[config.mk]
export PLATFORM = sky130hd
export DESIGN_NAME = serial_mem_slave
export DESIGN_NICKNAME = d
export VERILOG_FILES = /design/src/rtl/smem_pkg.sv /design/src/rtl/smem_line_sync.sv /design/src/rtl/smem_bus_cond.sv /design/src/rtl/smem_addr_ctr.sv /design/src/rtl/serial_mem_slave.sv
export SDC_FILE = /design/constraint.sdc
export NUM_CORES = 1
export LEC_CHECK = 0
export ABC_AREA = 1
export BUFFER_PORTS_ARGS = -buffer_cell sky130_fd_sc_hd__clkbuf_2
export CORE_ASPECT_RATIO = 0.8
export CORE_MARGIN = 3
export CORE_UTILIZATION = 45
export DETAILED_ROUTE_END_ITERATION = 10
export PLACE_DENSITY_LB_ADDON = 0.08
export SLEW_MARGIN = 30
export SYNTH_ARGS = -nofsm -noshare
export SYNTH_HDL_FRONTEND = slang
export SYNTH_HIERARCHICAL = 1
export SYNTH_SLANG_ARGS = --single-unit
[constraint.sdc]
create_clock -name clk -period 2.3 [get_ports clk]
set_input_delay 0.69 -clock clk [delete_from_list [all_inputs] [get_ports clk]]
set_output_delay 0.69 -clock clk [all_outputs]
set_load 0.02 [all_outputs]
[src/rtl/smem_pkg.sv]
package smem_pkg;

    localparam int ADDR_W = 17;
    localparam int BYTE_W = 8;
    localparam int PAGE_W = 8;
    localparam int HI_W   = ADDR_W - 1 - PAGE_W;
    localparam int CS_W   = 2;
    localparam int CNT_W  = 4;
    localparam int SYNC_STAGES = 2;
    localparam logic [3:0] DEV_CODE = 4'b1010;

    typedef logic [ADDR_W-1:0] addr_t;
    typedef logic [BYTE_W-1:0] byte_t;

    typedef enum logic [2:0] {
        ST_IDLE,
        ST_DEV,
        ST_AHI,
        ST_ALO,
        ST_WR,
        ST_RD,
        ST_SKIP
    } phase_e;

    typedef struct packed {
        logic [3:0]      code;
        logic [CS_W-1:0] sel;
        logic            top;
        logic            rd;
    } dev_byte_t;

    function automatic addr_t page_next(addr_t a);
        return {a[ADDR_W-1:PAGE_W], a[PAGE_W-1:0] + 1'b1};
    endfunction

    function automatic addr_t linear_next(addr_t a);
        return a + 1'b1;
    endfunction

    function automatic logic dev_hit(dev_byte_t b, logic [CS_W-1:0] cs);
        return (b.code == DEV_CODE) && (b.sel == cs);
    endfunction

endpackage

[src/rtl/smem_line_sync.sv]
module smem_line_sync #(
    parameter int STAGES = 2
) (
    input  logic clk,
    input  logic rst,
    input  logic din,
    output logic lvl,
    output logic prv
);
    logic [STAGES-1:0] chain;

    always_ff @(posedge clk) begin
        if (rst) begin
            chain <= '1;
            prv   <= 1'b1;
        end else begin
            chain <= {chain[STAGES-2:0], din};
            prv   <= chain[STAGES-1];
        end
    end

    assign lvl = chain[STAGES-1];
endmodule

[src/rtl/smem_bus_cond.sv]
module smem_bus_cond (
    input  logic scl_lvl,
    input  logic scl_prv,
    input  logic sda_lvl,
    input  logic sda_prv,
    output logic cond_start,
    output logic cond_stop,
    output logic scl_rise,
    output logic scl_fall
);
    logic scl_steady_hi;

    always_comb begin
        scl_steady_hi = scl_lvl & scl_prv;
        cond_start    = scl_steady_hi & sda_prv & ~sda_lvl;
        cond_stop     = scl_steady_hi & ~sda_prv & sda_lvl;
        scl_rise      = scl_lvl & ~scl_prv;
        scl_fall      = ~scl_lvl & scl_prv;
    end
endmodule

[src/rtl/smem_addr_ctr.sv]
module smem_addr_ctr
    import smem_pkg::*;
(
    input  logic  clk,
    input  logic  rst,
    input  logic  load,
    input  addr_t load_val,
    input  logic  step_page,
    input  logic  step_lin,
    output addr_t addr
);
    always_ff @(posedge clk) begin
        if (rst)            addr <= '0;
        else if (load)      addr <= load_val;
        else if (step_page) addr <= page_next(addr);
        else if (step_lin)  addr <= linear_next(addr);
    end
endmodule

[src/rtl/serial_mem_slave.sv]
module serial_mem_slave
    import smem_pkg::*;
(
    input  logic              clk,
    input  logic              rst,
    input  logic              scl_in,
    input  logic              sda_in,
    output logic              sda_pull,
    input  logic [CS_W-1:0]   cs_sel,
    input  logic              wp_in,
    input  logic              mem_busy,
    output logic              buf_we,
    output logic [ADDR_W-1:0] buf_addr,
    output logic [BYTE_W-1:0] buf_data,
    output logic              wr_commit,
    output logic [ADDR_W-1:0] rd_addr,
    input  logic [BYTE_W-1:0] rd_data
);
    localparam int NLINES = 2;
    localparam int SCL_IX = 1;
    localparam int SDA_IX = 0;
    localparam logic [CNT_W-1:0] LAST_BIT = CNT_W'(BYTE_W);
    localparam logic [CNT_W-1:0] ACK_BIT  = CNT_W'(BYTE_W + 1);

    logic [NLINES-1:0] raw_lines, lvl, prv;
    logic scl_lvl, sda_lvl, scl_rise, scl_fall, cond_start, cond_stop;

    assign raw_lines = {scl_in, sda_in};

    for (genvar g = 0; g < NLINES; g++) begin : g_sync
        smem_line_sync #(.STAGES(SYNC_STAGES)) u_sync (
            .clk (clk),
            .rst (rst),
            .din (raw_lines[g]),
            .lvl (lvl[g]),
            .prv (prv[g])
        );
    end

    assign scl_lvl = lvl[SCL_IX];
    assign sda_lvl = lvl[SDA_IX];

    smem_bus_cond u_cond (
        .scl_lvl    (scl_lvl),
        .scl_prv    (prv[SCL_IX]),
        .sda_lvl    (sda_lvl),
        .sda_prv    (prv[SDA_IX]),
        .cond_start (cond_start),
        .cond_stop  (cond_stop),
        .scl_rise   (scl_rise),
        .scl_fall   (scl_fall)
    );

    phase_e           st;
    byte_t            shreg, txb;
    logic [HI_W-1:0]  hi_q;
    logic             a16_q;
    logic [CNT_W-1:0] bitcnt;
    logic             wp_lat, have_data, mack;
    logic             ctr_load, ctr_step_page, ctr_step_lin;
    addr_t            ctr_val, cur_addr;
    dev_byte_t        dv;

    assign dv = dev_byte_t'(shreg);

    smem_addr_ctr u_ctr (
        .clk       (clk),
        .rst       (rst),
        .load      (ctr_load),
        .load_val  (ctr_val),
        .step_page (ctr_step_page),
        .step_lin  (ctr_step_lin),
        .addr      (cur_addr)
    );

    assign rd_addr = cur_addr;

    always_ff @(posedge clk) begin
        if (rst) begin
            st            <= ST_IDLE;
            shreg         <= '0;
            txb           <= '0;
            hi_q          <= '0;
            a16_q         <= 1'b0;
            bitcnt        <= '0;
            wp_lat        <= 1'b0;
            have_data     <= 1'b0;
            mack          <= 1'b0;
            sda_pull      <= 1'b0;
            buf_we        <= 1'b0;
            buf_addr      <= '0;
            buf_data      <= '0;
            wr_commit     <= 1'b0;
            ctr_load      <= 1'b0;
            ctr_val       <= '0;
            ctr_step_page <= 1'b0;
            ctr_step_lin  <= 1'b0;
        end else begin
            buf_we        <= 1'b0;
            wr_commit     <= 1'b0;
            ctr_load      <= 1'b0;
            ctr_step_page <= 1'b0;
            ctr_step_lin  <= 1'b0;

            if (cond_start) begin
                st        <= ST_DEV;
                bitcnt    <= '0;
                sda_pull  <= 1'b0;
                have_data <= 1'b0;
                wp_lat    <= 1'b0;
            end else if (cond_stop) begin
                if (st == ST_WR && have_data) wr_commit <= 1'b1;
                st       <= ST_IDLE;
                bitcnt   <= '0;
                sda_pull <= 1'b0;
            end else if (st == ST_RD) begin
                if (scl_rise && bitcnt == ACK_BIT) mack <= ~sda_lvl;
                if (scl_fall) begin
                    if (bitcnt == ACK_BIT) begin
                        if (mack) begin
                            txb          <= {rd_data[BYTE_W-2:0], 1'b0};
                            sda_pull     <= ~rd_data[BYTE_W-1];
                            bitcnt       <= CNT_W'(1);
                            ctr_step_lin <= 1'b1;
                        end else begin
                            sda_pull <= 1'b0;
                            st       <= ST_SKIP;
                        end
                    end else if (bitcnt == LAST_BIT) begin
                        sda_pull <= 1'b0;
                        bitcnt   <= ACK_BIT;
                    end else begin
                        sda_pull <= ~txb[BYTE_W-1];
                        txb      <= {txb[BYTE_W-2:0], 1'b0};
                        bitcnt   <= bitcnt + CNT_W'(1);
                    end
                end
            end else if (st == ST_DEV || st == ST_AHI || st == ST_ALO || st == ST_WR) begin
                if (scl_rise && bitcnt < LAST_BIT) begin
                    shreg  <= {shreg[BYTE_W-2:0], sda_lvl};
                    bitcnt <= bitcnt + CNT_W'(1);
                end
                if (scl_fall && bitcnt == LAST_BIT) begin
                    bitcnt <= ACK_BIT;
                    case (st)
                        ST_DEV: begin
                            if (dev_hit(dv, cs_sel) && !mem_busy) begin
                                sda_pull <= 1'b1;
                                a16_q    <= dv.top;
                                mack     <= 1'b1;
                                st       <= dv.rd ? ST_RD : ST_AHI;
                            end else begin
                                sda_pull <= 1'b0;
                                st       <= ST_SKIP;
                            end
                        end
                        ST_AHI: begin
                            hi_q     <= shreg[HI_W-1:0];
                            sda_pull <= 1'b1;
                            st       <= ST_ALO;
                        end
                        ST_ALO: begin
                            ctr_val  <= {a16_q, hi_q, shreg};
                            ctr_load <= 1'b1;
                            sda_pull <= 1'b1;
                            st       <= ST_WR;
                        end
                        default: begin
                            if (wp_lat) begin
                                sda_pull <= 1'b0;
                                st       <= ST_SKIP;
                            end else begin
                                sda_pull      <= 1'b1;
                                buf_we        <= 1'b1;
                                buf_addr      <= cur_addr;
                                buf_data      <= shreg;
                                ctr_step_page <= 1'b1;
                                have_data     <= 1'b1;
                            end
                        end
                    endcase
                end else if (scl_fall && bitcnt == ACK_BIT) begin
                    sda_pull <= 1'b0;
                    bitcnt   <= '0;
                    if (st == ST_WR && !have_data) wp_lat <= wp_in;
                end
            end
        end
    end
endmodule

## Word level (Yosys, flattened, before mapping)

Cells that the tools add are included.

| operators by class | value |
|---|---|
| equality and inequality tests | 20 |
| bitwise operators | 22 |
| multiplexer cells | 47 |
| reductions and logical operators | 47 |
| add/sub/neg operators | 3 |
| order comparisons | 1 |

Operator list:

| kind | count |
|---|---|
| $mux 17 | 3 |
| $reduce_and 6->1 | 7 |
| $mux 4 | 9 |
| $mux 3 | 9 |
| $mux 8 | 3 |
| $mux 1 | 21 |
| $reduce_and 7->1 | 3 |
| $add 17x1->17 const B | 1 |
| $not 1->1 | 15 |
| $eq 4x4->1 const B | 3 |
| $reduce_bool 4->1 | 3 |
| $reduce_or 6->1 | 2 |
| $ne 2x2->1 const B | 5 |
| $reduce_bool 2->1 | 5 |
| $pmux 3 s3 | 1 |
| $reduce_or 3->1 | 3 |
| $reduce_or 9->1 | 1 |
| $add 8x1->8 const B | 1 |
| $logic_and 1x1->1 | 8 |
| $ne 4x4->1 const B | 2 |
| $and 1x1->1 | 7 |
| $reduce_bool 7->1 | 1 |
| $eq 3x2->1 const B | 2 |
| $eq 3x3->1 const B | 2 |
| 17 further kinds | 23 |

| storage, ports and cells | value |
|---|---|
| register bits after elaboration | 105 |
| logic and storage cells | 164 |
| output and inout bits | 45 |
| input bits | 16 |

## Logic depth before layout (Yosys ltp)

Gate-level depths: netlist (run 1).

| logic depth | value |
|---|---|
| word-level depth | 10 |
| gate-level depth with buffers | 12 |
| mapped depth without buffers | 11 |

## Hierarchy

Netlist (run 1), hierarchy kept.

By module, submodules not included:

| module | sequential area each (um2) | area an instance (um2) | times used | cells each |
|---|---|---|---|---|
| serial_mem_slave | 1621.6 | 3608.5 | 1 | 504 |
| smem_addr_ctr | 340.3 | 1152.4 | 1 | 195 |
| smem_line_sync | 60.1 | 88.8 | 2 | 10 |
| smem_bus_cond | 0.0 | 41.3 | 1 | 11 |

## Worst setup path after synthesis (run 1)

Ideal clock, no wire load.

| timing | value |
|---|---|
| path type | register -> register |
| start point | register g_sync[0].u_sync.chain[1] |
| end point | register ctr_val[10] |
| library setup time | 0.132 ns |
| buffers on the path | 1 |
| cell stages (with the launch flop) | 11 |
| required time | 2.168 ns |
| arrival | 1.388 ns |
| clock period less this slack | 1.520 ns |
| path slack | 0.780 ns |
| cell sequence | dfxtp_1 inv_1 nand2_1 nor2_1 nor2_4 inv_2 nor2_4 nand2_4 buf_4 nand2_1 a21oi_1 |

| on the way | value |
|---|---|
| word-level cells in the longest chain between the ends | 4 |
| elaborated cells on any way between the ends | 6 |
| classes of those cells | 5 x bitwise; 1 x reduce/logical |

RTL lines:

| element | RTL line | text |
|---|---|---|
| start, declared | smem_line_sync.sv:10 | `logic [STAGES-1:0] chain;` |
| start signal, assigned | smem_line_sync.sv:17 | `chain <= {chain[STAGES-2:0], din};` |
| $not 1->1 | smem_bus_cond.sv:15 | `cond_start = scl_steady_hi & sda_prv & ~sda_lvl;` |
| $and 1x1->1 | smem_bus_cond.sv:15 |  |
| net cond_start | serial_mem_slave.sv:26 | `logic scl_lvl, sda_lvl, scl_rise, scl_fall, cond_start, cond_stop;` |
| $not 1->1 (no line) | - |  |
| $reduce_and 6->1 (no line) | - |  |
| end signal, assigned | serial_mem_slave.sv:163 | `ctr_val <= {a16_q, hi_q, shreg};` |
| end, declared | serial_mem_slave.sv:61 | `addr_t ctr_val, cur_addr;` |

The timed path passes the listed nets, and every way through them passes these cells.
A chain may end at the register's enable or synchronous reset.

## Final worst setup path (run 1)

| timing | value |
|---|---|
| start point | register bitcnt[1] |
| end point | register txb[1] |

| on the way | value |
|---|---|
| word-level cells in the longest chain between the ends | 3 |
| elaborated cells on any way between the ends | 6 |
| classes of those cells | 4 x eq/ne; 1 x mux; 1 x reduce/logical |

RTL lines:

| element | RTL line | text |
|---|---|---|
| start, declared | serial_mem_slave.sv:58 | `logic [CNT_W-1:0] bitcnt;` |
| start signal, assigned | serial_mem_slave.sv:135 | `bitcnt <= bitcnt + CNT_W'(1);` |
| start signal, assigned | serial_mem_slave.sv:141 | `bitcnt <= bitcnt + CNT_W'(1);` |
| $eq 4x4->1 (on tied branches) | serial_mem_slave.sv:119, serial_mem_slave.sv:129 |  |
| $ne 2x2->1 (no line) | - |  |
| $reduce_and 6->1 (no line) | - |  |
| end signal, assigned | serial_mem_slave.sv:121 | `txb <= {rd_data[BYTE_W-2:0], 1'b0};` |
| end signal, assigned | serial_mem_slave.sv:134 | `txb <= {txb[BYTE_W-2:0], 1'b0};` |
| end, declared | serial_mem_slave.sv:55 | `byte_t shreg, txb;` |

Several ways; a longest one is shown, not always the timed one.

==> run metrics, run 1 <==
first-pass iteration count of the detailed router 6; Mapped Cells 730; Worst Path Max Fanout 11; total number of vias 4831; class of the most critical hold timing path reg2reg; most numerous cell types in the synthesized netlist 155 x sky130_fd_sc_hd__nand2_1, 122 x sky130_fd_sc_hd__nor2_1, 104 x sky130_fd_sc_hd__dfxtp_1, 71 x sky130_fd_sc_hd__inv_1, 64 x sky130_fd_sc_hd__a21oi_1; setup repair after global routing missed its margin no; vias per cell 5.18; final sum of negative setup slack 0 ps; Clk Tree Root Cell sky130_fd_sc_hd__clkbuf_16; net count after synthesis 750; share of the cycle needed by the critical path after routing 89.2%; slew of the pin with the lowest slew margin 528 ps; VDD IR-drop max 438 uV; Slew Limit Headroom 64.8%; Post-CTS Repair Setup Buffers 0; fraction of layout instances using a drive strength above 1 15.2%; number of DRC markers after the initial detailed-route iteration 459; TritonCTS buffer count 9; crit start category register; hold endpoint g_sync[0].u_sync/chain[1]; fin nets 807; final worst hold slack 421 ps; cell types occupying the most area after synthesis sky130_fd_sc_hd__dfxtp_1 42%, sky130_fd_sc_hd__nand2_1 12%, sky130_fd_sc_hd__nor2_1 9.2%; Data required, critical path 2580 ps; number of hold violations in the final report 0; Most used DFF post-synth sky130_fd_sc_hd__dfxtp_1; maximum buffer depth of the clock tree 2; antenna violations before repair 0; depth of the worst register-to-register path 9; Syn Std Cell Area 0.00498 mm2; number of max-slew violations in the final report 0; count of antenna-violating nets left after detailed routing 0; Reg-to-Reg Start bitcnt[1]; maxcap violations 0; Psw 789 uW; relative contribution of the clock network to total power 44.4%; final count of negative-setup-slack endpoints 0; run status completed; number of register bits inferred by synthesis 104; n_diodes 0; Sink Count 104; H-Tree Depth 3; share of total power in combinational logic 3.6%; Yosys warning count 6; All-Layer GR Usage 21.6%; final period demand of the worst path 2050 ps; Async S/R FF share, synth 0%; Lkg Pwr 2.56 nW; total wire length after detailed routing 13000 um; slack of the worst reg-to-reg path 250 ps; number of rows in the core area 33; power after layout 3.49 mW; starting utilization of the core area 47.3%; per-instance average area after synthesis 6.82 um2; Cell Int Power 2.70 mW; share of power burned in registers 51.9%; fmax 0.487 GHz; clock tree from TritonCTS yes; proportion of netlist area held by the largest area contributor 41.8%; fraction of the yosys area taken by sequential cells 41.8%; height of the chip 100 um; startpoint of the worst hold path g_sync[0].u_sync/chain[0]; Switching Fraction 22.6%; floorplan core area 0.0105 mm2; count of different cell masters after synthesis 37; Worst Path Arrival 2330 ps; Setup Skew 11.1 ps; Cells on Worst Hold Path 2; sort of element at the end of the critical path register; most area-hungry cell type in the Yosys netlist sky130_fd_sc_hd__dfxtp_1; detailed-placement wirelength estimate 9580 um; GRT Residual Overflow 0; final RePlAce weighted congestion 0.915; via count of the first global-routing pass 4306; layout-stage area growth over the synthesis result 14.3%; DRC Markers 0; drt wl/cell 13.9 um; full die area 0.0124 mm2; Horiz. Die Dim 124 um; count of pins on the block boundary 61; largest net degree at the start of global routing 36; number of buffers added on ports 60; Clock Latency Late Sink 350 ps; cts repair resizes 0; number of flops mapped to enable cells by yosys 0; Clk pin slew, worst setup/hold paths 70 ps; reg-to-reg endpoint txb[1]; Post-CTS Hold Fix Bufs 0; Critical Setup Path Class reg2reg; first-pass GRT wire length 21200 um; cell with the most instances after synthesis sky130_fd_sc_hd__nand2_1; power per unit of standard cell area 613 mW/mm2
-- power groups by stage --
stage	logic, mW	registers, mW	clock network (mW)
finish	0.127	1.81	1.55
global route	0.142	1.81	1.67
CTS	0.125	1.81	1.60
detailed placement	0.124	1.86	0
global placement	0.124	1.86	0
floorplan	0.0796	1.85	0
-- metal layers --
| metal | GRT usage (%) | wire length [um] | vias up |
|---|---|---|---|
| li1 | - | - | 2479 |
| met1 | 34.5 | 6730 | 2181 |
| met2 | 29.1 | 5100 | 159 |
| met3 | 4.51 | 1050 | 12 |
| met4 | 5.62 | 106 | 0 |
| met5 | 0 | 0 | - |
-- worst max path at each step --
stage | from | endpoint | cells past startpoint
after global placement | bitcnt[1] | txb[1] | 9
after floorplan | g_sync[0].u_sync/chain[1] | ctr_val[10] | 10
after global routing | bitcnt[0] | bitcnt[3] | 8
after CTS | bitcnt[1] | txb[1] | 9
after detailed placement | bitcnt[1] | txb[1] | 9
final | bitcnt[1] | txb[1] | 9
-- placed cells by master (no fill, tap or decap), types with 2 or more instances in the layout --
cell / count
sky130_fd_sc_hd__a211oi_1: 3
sky130_fd_sc_hd__a21oi_1: 64
sky130_fd_sc_hd__a31oi_1: 2
sky130_fd_sc_hd__buf_4: 8
sky130_fd_sc_hd__clkbuf_16: 9
sky130_fd_sc_hd__clkbuf_2: 60
sky130_fd_sc_hd__clkinvlp_4: 2
sky130_fd_sc_hd__dfxtp_1: 104
sky130_fd_sc_hd__ha_1: 4
sky130_fd_sc_hd__inv_1: 71
sky130_fd_sc_hd__inv_2: 11
sky130_fd_sc_hd__nand2_1: 155
sky130_fd_sc_hd__nand2_2: 5
sky130_fd_sc_hd__nand2_4: 2
sky130_fd_sc_hd__nand3_1: 60
sky130_fd_sc_hd__nand3_2: 2
sky130_fd_sc_hd__nand3_4: 2
sky130_fd_sc_hd__nand3b_1: 3
sky130_fd_sc_hd__nand4_1: 5
sky130_fd_sc_hd__nor2_1: 122
sky130_fd_sc_hd__nor2_2: 4
sky130_fd_sc_hd__nor2_4: 3
sky130_fd_sc_hd__nor3_1: 5
sky130_fd_sc_hd__nor4_1: 2
sky130_fd_sc_hd__o21ai_0: 57
sky130_fd_sc_hd__o21ai_1: 10
sky130_fd_sc_hd__o21ai_2: 2
-- worst max-delay path, stage by stage, from the launching register on --
cell,delay [ps]
sky130_fd_sc_hd__dfxtp_1,380
sky130_fd_sc_hd__inv_1,80
sky130_fd_sc_hd__ha_1,180
sky130_fd_sc_hd__nand3_1,360
sky130_fd_sc_hd__nand2_1,230
sky130_fd_sc_hd__o21ai_1,160
sky130_fd_sc_hd__nand3_2,210
sky130_fd_sc_hd__inv_2,190
sky130_fd_sc_hd__nand3_1,90
sky130_fd_sc_hd__a21oi_1,120
-- kinds of logic (layout without fill, tap and decap cells) --
kind of cell / Yosys count / in the layout / synth area share, %
AND/OR/NAND/NOR: 374 / 374 / 33.0
AO/OA/AOI/OAI: 142 / 142 / 14.9
buffers and inverters: 105 / 167 / 9.10
flip-flops: 104 / 104 / 41.8
adder cells (fa/ha/maj): 4 / 4 / 1.01
XOR/XNOR: 1 / 1 / 0.176
-- through the flow --
step	setup WS (ps)	instances	util [%]	area, um2
2_1_floorplan	780	730	-	4980
3_3_place_gp	259	916	51.2	5390
3_5_place_dp	237	916	51.2	5390
4_1_cts	233	932	54.1	5690
5_1_grt	97.6	932	54.1	5690
6_report	248	932	54.1	5690
-- area by class of cell --
cell class                      count  area (um2)
Clock buffer                        9         225
Clock inverter                      7        78.8
Fill cell                        1048        4830
Inverter                           82         308
Multi-Input combinational cell    521        2440
Sequential cell                   104        2080
Tap cell                          140         175
Timing Repair Buffer               69         380
-- sequential cells by signal (all words and copies together), names as in the netlist, 2 cells and up --
signal / flops
dv: 8
buf_data: 8
g_sync.u_sync/prv: 2
st: 3
hi_q: 8
ctr_val: 17
bitcnt: 4
g_sync.u_sync/chain: 4
txb: 7
buf_addr: 17
u_ctr/addr: 17
Power figures use the tool's default switching activity.
==> inputs of run 2 (changes only) <==
- ABC_AREA: 1 -> default
- CORE_UTILIZATION: 45 -> 58
==> run metrics, run 2 <==
run status completed; n_diodes 0; Mapped Cells 547; height of the chip 86.5 um; crit path setup slack, layout 198 ps; first-pass iteration count of the detailed router 5; total wire length after detailed routing 11400 um; DRC Markers 0; count of different cell masters after synthesis 69; drt wl/cell 16.0 um; most numerous cell types in the synthesized netlist 109 x sky130_fd_sc_hd__nand2_1, 104 x sky130_fd_sc_hd__dfxtp_1, 59 x sky130_fd_sc_hd__a21oi_1, 41 x sky130_fd_sc_hd__nor2_1, 27 x sky130_fd_sc_hd__mux2i_1; Yosys warning count 6; chain of cells forming the critical path inv_1, ha_1, or2_2, and2_1, a2111oi_4, buf_6, nor2_1, a211oi_1; starting utilization of the core area 61.6%; via count of the first global-routing pass 3898; commonest non-fill, non-tap cells in the layout 109 x sky130_fd_sc_hd__nand2_1, 103 x sky130_fd_sc_hd__dfxtp_1, 59 x sky130_fd_sc_hd__a21oi_1, 59 x sky130_fd_sc_hd__clkbuf_2, 41 x sky130_fd_sc_hd__nor2_1; number of max-slew violations in the final report 0; fraction of layout instances using a drive strength above 1 20.6%; full die area 0.00923 mm2; final worst hold slack 413 ps; Horiz. Die Dim 107 um; area used by multi-input combinational logic 0.00243 mm2; number of rows in the core area 28; Async S/R FF share, synth 0%; antenna violations before repair 0; power per unit of standard cell area 580 mW/mm2; total number of vias 4115; Filler Cells Inserted 635; peak per-stage delay on the critical path 390 ps; Slew Limit Headroom 62.3%; clock tree from TritonCTS yes; slew of the pin with the lowest slew margin 559 ps; net count after synthesis 567; number of DRC markers after the initial detailed-route iteration 258; Clock Latency Late Sink 370 ps; maximum buffer depth of the clock tree 2; commonest non-fill, non-tap cell in the layout sky130_fd_sc_hd__nand2_1; number of hold violations in the final report 0; slack of the worst reg-to-reg path 200 ps; Worst Path Arrival 2390 ps; final sum of negative setup slack 0 ps; number of register bits inferred by synthesis 104; final RePlAce weighted congestion 0.872; fin util 70.0%; registers with the highest flip-flop counts buf_addr (17), ctr_val (17), u_ctr/addr (17); TritonCTS buffer count 9; maxcap violations 0; Data required, critical path 2590 ps; Seq. cell area 0.00208 mm2; largest net degree at the start of global routing 37; Critical Setup Path Class reg2reg; floorplan core area 0.00764 mm2; Clk pin slew, worst setup/hold paths 100 ps; Syn Std Cell Area 0.00470 mm2; final count of negative-setup-slack endpoints 0; first-pass GRT wire length 19000 um; vias per cell 5.75; Most used DFF post-synth sky130_fd_sc_hd__dfxtp_1; count of antenna-violating nets left after detailed routing 0; fin nets 627; per-instance average area after synthesis 8.60 um2; All-Layer GR Usage 25.8%; count of pins on the block boundary 61; worst-path cell with the longest stage delay sky130_fd_sc_hd__dfxtp_2; Setup Skew 12.4 ps; sort of element at the end of the critical path register; cell with the most instances after synthesis sky130_fd_sc_hd__nand2_1; Clk Tree Root Cell sky130_fd_sc_hd__clkbuf_8; number of flops mapped to enable cells by yosys 0; setup repair after global routing missed its margin no; Lkg Pwr 2.00 nW; detailed-placement wirelength estimate 8120 um; Worst Path Max Fanout 14; layout-stage area growth over the synthesis result 13.6%; number of buffers added on ports 60; VDD IR-drop max 426 uV; Sink Count 104; cell types occupying the most area after synthesis sky130_fd_sc_hd__dfxtp_1 44%, sky130_fd_sc_hd__nand2_1 8.7%, sky130_fd_sc_hd__a21oi_1 6.3%; crit start category register; worst setup slack before clock tree synthesis 138 ps; share of the cycle needed by the critical path after routing 91.4%; class of the most critical hold timing path reg2reg; Post-CTS Repair Setup Buffers 0; most area-hungry cell type in the Yosys netlist sky130_fd_sc_hd__dfxtp_1; proportion of netlist area held by the largest area contributor 44.3%; final period demand of the worst path 2100 ps; GRT Residual Overflow 0; fmax 0.476 GHz; H-Tree Depth 3; fraction of the yosys area taken by sequential cells 44.3%
==> run 2: cell count changes after synthesis, moves of 8 or more <==
cell | previous run | this run
sky130_fd_sc_hd__clkbuf_1 | 7 | 19
sky130_fd_sc_hd__o21ai_0 | 57 | 11
sky130_fd_sc_hd__o21ai_1 | 10 | 0
sky130_fd_sc_hd__mux2i_1 | 0 | 27
sky130_fd_sc_hd__nand3_1 | 60 | 9
sky130_fd_sc_hd__a211oi_1 | 3 | 11
sky130_fd_sc_hd__xnor2_1 | 0 | 11
sky130_fd_sc_hd__inv_1 | 71 | 7
sky130_fd_sc_hd__inv_2 | 11 | 0
sky130_fd_sc_hd__nand2_1 | 155 | 109
sky130_fd_sc_hd__nor3_1 | 5 | 15
sky130_fd_sc_hd__nor2_1 | 122 | 41
==> run 2: cells by family (layout without fill, tap and decap cells) <==
kind of cell / count (synthesis) / in the layout / share of synthesized area, %
AO/OA/AOI/OAI: 116 / 116 / 16.0
XOR/XNOR: 13 / 13 / 2.42
flip-flops: 104 / 104 / 44.3
multiplexers: 28 / 28 / 5.99
adder cells (fa/ha/maj): 4 / 4 / 1.06
buffers and inverters: 41 / 105 / 4.02
AND/OR/NAND/NOR: 241 / 241 / 26.2
==> run 2: power breakdown <==
group	switching (mW)	internal, mW	total (mW)
sequential	0.0133	1.81	1.82
combinational	0.0758	0.0476	0.123
clock	0.636	0.515	1.15
total	0.726	2.37	3.10
==> run 2: area by class of cell <==
| class | count | share of cell area, % |
|---|---|---|
| multi-input combinational | 402 | 45.5 |
| tap | 105 | 2.46 |
| clock buffer | 9 | 2.32 |
| inverter | 8 | 0.562 |
| clock inverter | 6 | 1.36 |
| timing repair buffer | 82 | 8.78 |
| sequential | 104 | 39.0 |
==> run 2: final timing paths <==
kind | startpoint | to | depth (start not counted)
min | g_sync[0].u_sync/chain[0] | g_sync[0].u_sync/chain[1] | 1
max | bitcnt[0] | txb[7] | 8
max reg2reg | bitcnt[0] | txb[7] | 8
min reg2reg | g_sync[0].u_sync/chain[0] | g_sync[0].u_sync/chain[1] | 1
==> run 2: worst max-delay path, delay by kind of cell (launching register included) <==
family	cells	cell delay, ps
adders and majority gates	1	260
buffers and inverters	2	260
and+or+nand+nor	3	590
AOI/OAI and AO/OA	2	510
DFF	1	390
==> run 2: routing by layer <==
layer  track usage, %  wire (um)
met1             36.5       5450
met2             40.1       4990
met3             6.55        894
met4             5.57        100
met5                0          0
==> run 2: repair_timing <==
item / in CTS / in global routing
gates resized for setup: 0 / 2
endpoints found under the setup margin: 0 / 7
hold buffers: 0 / 0
==> run 2: per-stage QoR <==
stage               area [um2]  cells  power (mW)
finish                    5340    716        3.10
global route              5340    716        3.21
CTS                       5340    716        3.12
detailed placement        5140    701        1.99
global placement          5140    701        1.98
floorplan                 4700    547        1.94
==> inputs of run 3 (changes only) <==
- CORE_UTILIZATION: 58 -> 35
- clock period: 2.3 -> 1.9 ns (I/O delays scaled with it)
==> run metrics, run 3 (synthesized netlist as in run 2, its figures left out) <==
number of hold violations in the final report 0; Slew Limit Headroom 62.2%; share of power burned in registers 52.2%; Clk Tree Root Cell sky130_fd_sc_hd__clkbuf_16; count of antenna-violating nets left after detailed routing 0; VDD IR-drop max 451 uV; Setup Skew 4.01 ps; starting utilization of the core area 36.2%; detailed-placement wirelength estimate 8990 um; run status completed; Sink Count 104; layout-stage area growth over the synthesis result 26.2%; Filler Cells Inserted 1291; met2 routed WL 5020 um; power per unit of standard cell area 713 mW/mm2; largest net degree at the start of global routing 48; fmax 0.532 GHz; final sum of negative setup slack 0 ps; total number of vias 4159; TritonCTS buffer count 9; Data required, critical path 2190 ps; startpoint of the worst hold path scl_in; fraction of layout instances using a drive strength above 1 27.9%; maximum buffer depth of the clock tree 2; count of pins on the block boundary 61; Lkg Pwr 2.26 nW; number of DRC markers after the initial detailed-route iteration 377; chain of cells forming the critical path inv_2, ha_4, or2_4, a31o_4, o211ai_2, buf_6, mux2_4, nor2_2; via count of the first global-routing pass 3839; worst setup slack before clock tree synthesis -0.668 ps; DRC Markers 0; WL met1 7030 um; Switching Fraction 22.3%; power after layout 4.23 mW; drt wl/cell 15.5 um; Clock Latency Late Sink 340 ps; H-Tree Depth 3; Reg-to-Reg Start bitcnt[0]; crit path setup slack, layout 20.8 ps; Worst Path Max Fanout 5; sort of element at the end of the critical path register; Critical Setup Path Class reg2reg; floorplan core area 0.0130 mm2; setup repair after global routing missed its margin yes; Horiz. Die Dim 136 um; relative contribution of the clock network to total power 43.9%; Clk pin slew, worst setup/hold paths 70 ps; commonest non-fill, non-tap cells in the layout 108 x sky130_fd_sc_hd__nand2_1, 98 x sky130_fd_sc_hd__dfxtp_1, 59 x sky130_fd_sc_hd__clkbuf_2, 58 x sky130_fd_sc_hd__a21oi_1, 52 x sky130_fd_sc_hd__buf_4; n_diodes 0; number of buffers added on ports 60; GRT Residual Overflow 0; height of the chip 110 um; registers with the highest flip-flop counts buf_addr (17), ctr_val (17), u_ctr/addr (17); final count of negative-setup-slack endpoints 0; Cell Int Power 3.29 mW; commonest non-fill, non-tap cell in the layout sky130_fd_sc_hd__nand2_1; Post-CTS Hold Fix Bufs 0; final RePlAce weighted congestion 0.853; All-Layer GR Usage 17.5%; clock tree from TritonCTS yes; share of the cycle needed by the critical path after routing 98.9%; antenna violations before repair 0; uppermost metal layer occupied by signal nets met4; slew of the pin with the lowest slew margin 562 ps; first-pass GRT wire length 20500 um; Worst Path Arrival 2160 ps; share of total power in combinational logic 3.9%; Psw 942 uW; worst-path cell with the longest stage delay sky130_fd_sc_hd__dfxtp_4; fin nets 663; number of max-slew violations in the final report 0; total wire length after detailed routing 12800 um; worst setup path startpoint bitcnt[0]; number of rows in the core area 37; peak per-stage delay on the critical path 380 ps; DR WL met3 620 um; maxcap violations 0; class of the most critical hold timing path in2reg; full die area 0.0149 mm2; first-pass iteration count of the detailed router 4; fin util 45.6%; vias per cell 5.05; final period demand of the worst path 1880 ps; crit start category register
run 3: cell count changes in the layout (fill, tap and decap cells not counted), sizes merged:
cell      change
buf          +36
inv           -3
clkbuf        +3
clkinv        -1
clkinvlp      +2
run 3: layer usage:
| metal | vias up | GRT usage [%] |
|---|---|---|
| met2 | 98 | 23.5 |
| li1 | 2102 | - |
| met1 | 1951 | 27.6 |
| met3 | 8 | 4.12 |
| met4 | 0 | 4.32 |
| met5 | - | 0 |
run 3: timing repair:
item | 4_1_cts | 5_1_grt
pin swaps | 0 | 4
buffers inserted | 0 | 5
setup endpoints to repair | 12 | 74
hold endpoints to repair | 0 | 0
resized for setup | 2 | 26
run 3: cell type report:
| cell class | count | area (um2) | share of cell area [%] |
|---|---|---|---|
| clock inverters | 4 | 53.8 | 0.907 |
| clock buffers | 12 | 236 | 3.98 |
| repair buffers | 118 | 785 | 13.2 |
| inverters | 8 | 30.0 | 0.506 |
| well taps | 175 | 219 | 3.69 |
| flip-flops and latches | 104 | 2090 | 35.3 |
| multi-input cells | 402 | 2520 | 42.4 |
run 3: worst paths after layout:
path	slack (ps)	cells past startpoint	to
hold reg to reg	400	1	g_sync[0].u_sync/chain[1]
setup reg to reg	20	8	bitcnt[1]
setup / recovery	20	8	bitcnt[1]
hold / removal	400	2	g_sync[1].u_sync/chain[0]
run 3: power by group through the flow:
| stage | sequential, mW | clock, mW | combinational, mW |
|---|---|---|---|
| 2_1_floorplan | 2.26 | 0 | 0.0883 |
| 3_3_place_gp | 2.26 | 0 | 0.158 |
| 3_5_place_dp | 2.26 | 0 | 0.159 |
| 4_1_cts | 2.21 | 1.91 | 0.159 |
| 5_1_grt | 2.21 | 2.00 | 0.182 |
| 6_report | 2.21 | 1.86 | 0.164 |
run 3: critical path: cells and delay by family, from the launching register on:
kind / cells / cell delay [ps]
buffers and inverters: 2 / 200
adders and majority gates: 1 / 170
muxes: 1 / 300
AOI/OAI and AO/OA: 2 / 440
and+or+nand+nor: 2 / 330
DFF: 1 / 380
run 3: per-stage QoR:
stage                     area (um2)  hold slack (ps)  std cells
after global placement          5510              385        802
after CTS                       5810              388        818
after detailed placement        5510              388        802
after global routing            5930              409        823
after floorplan                 4720              383        547
final                           5930              396        823
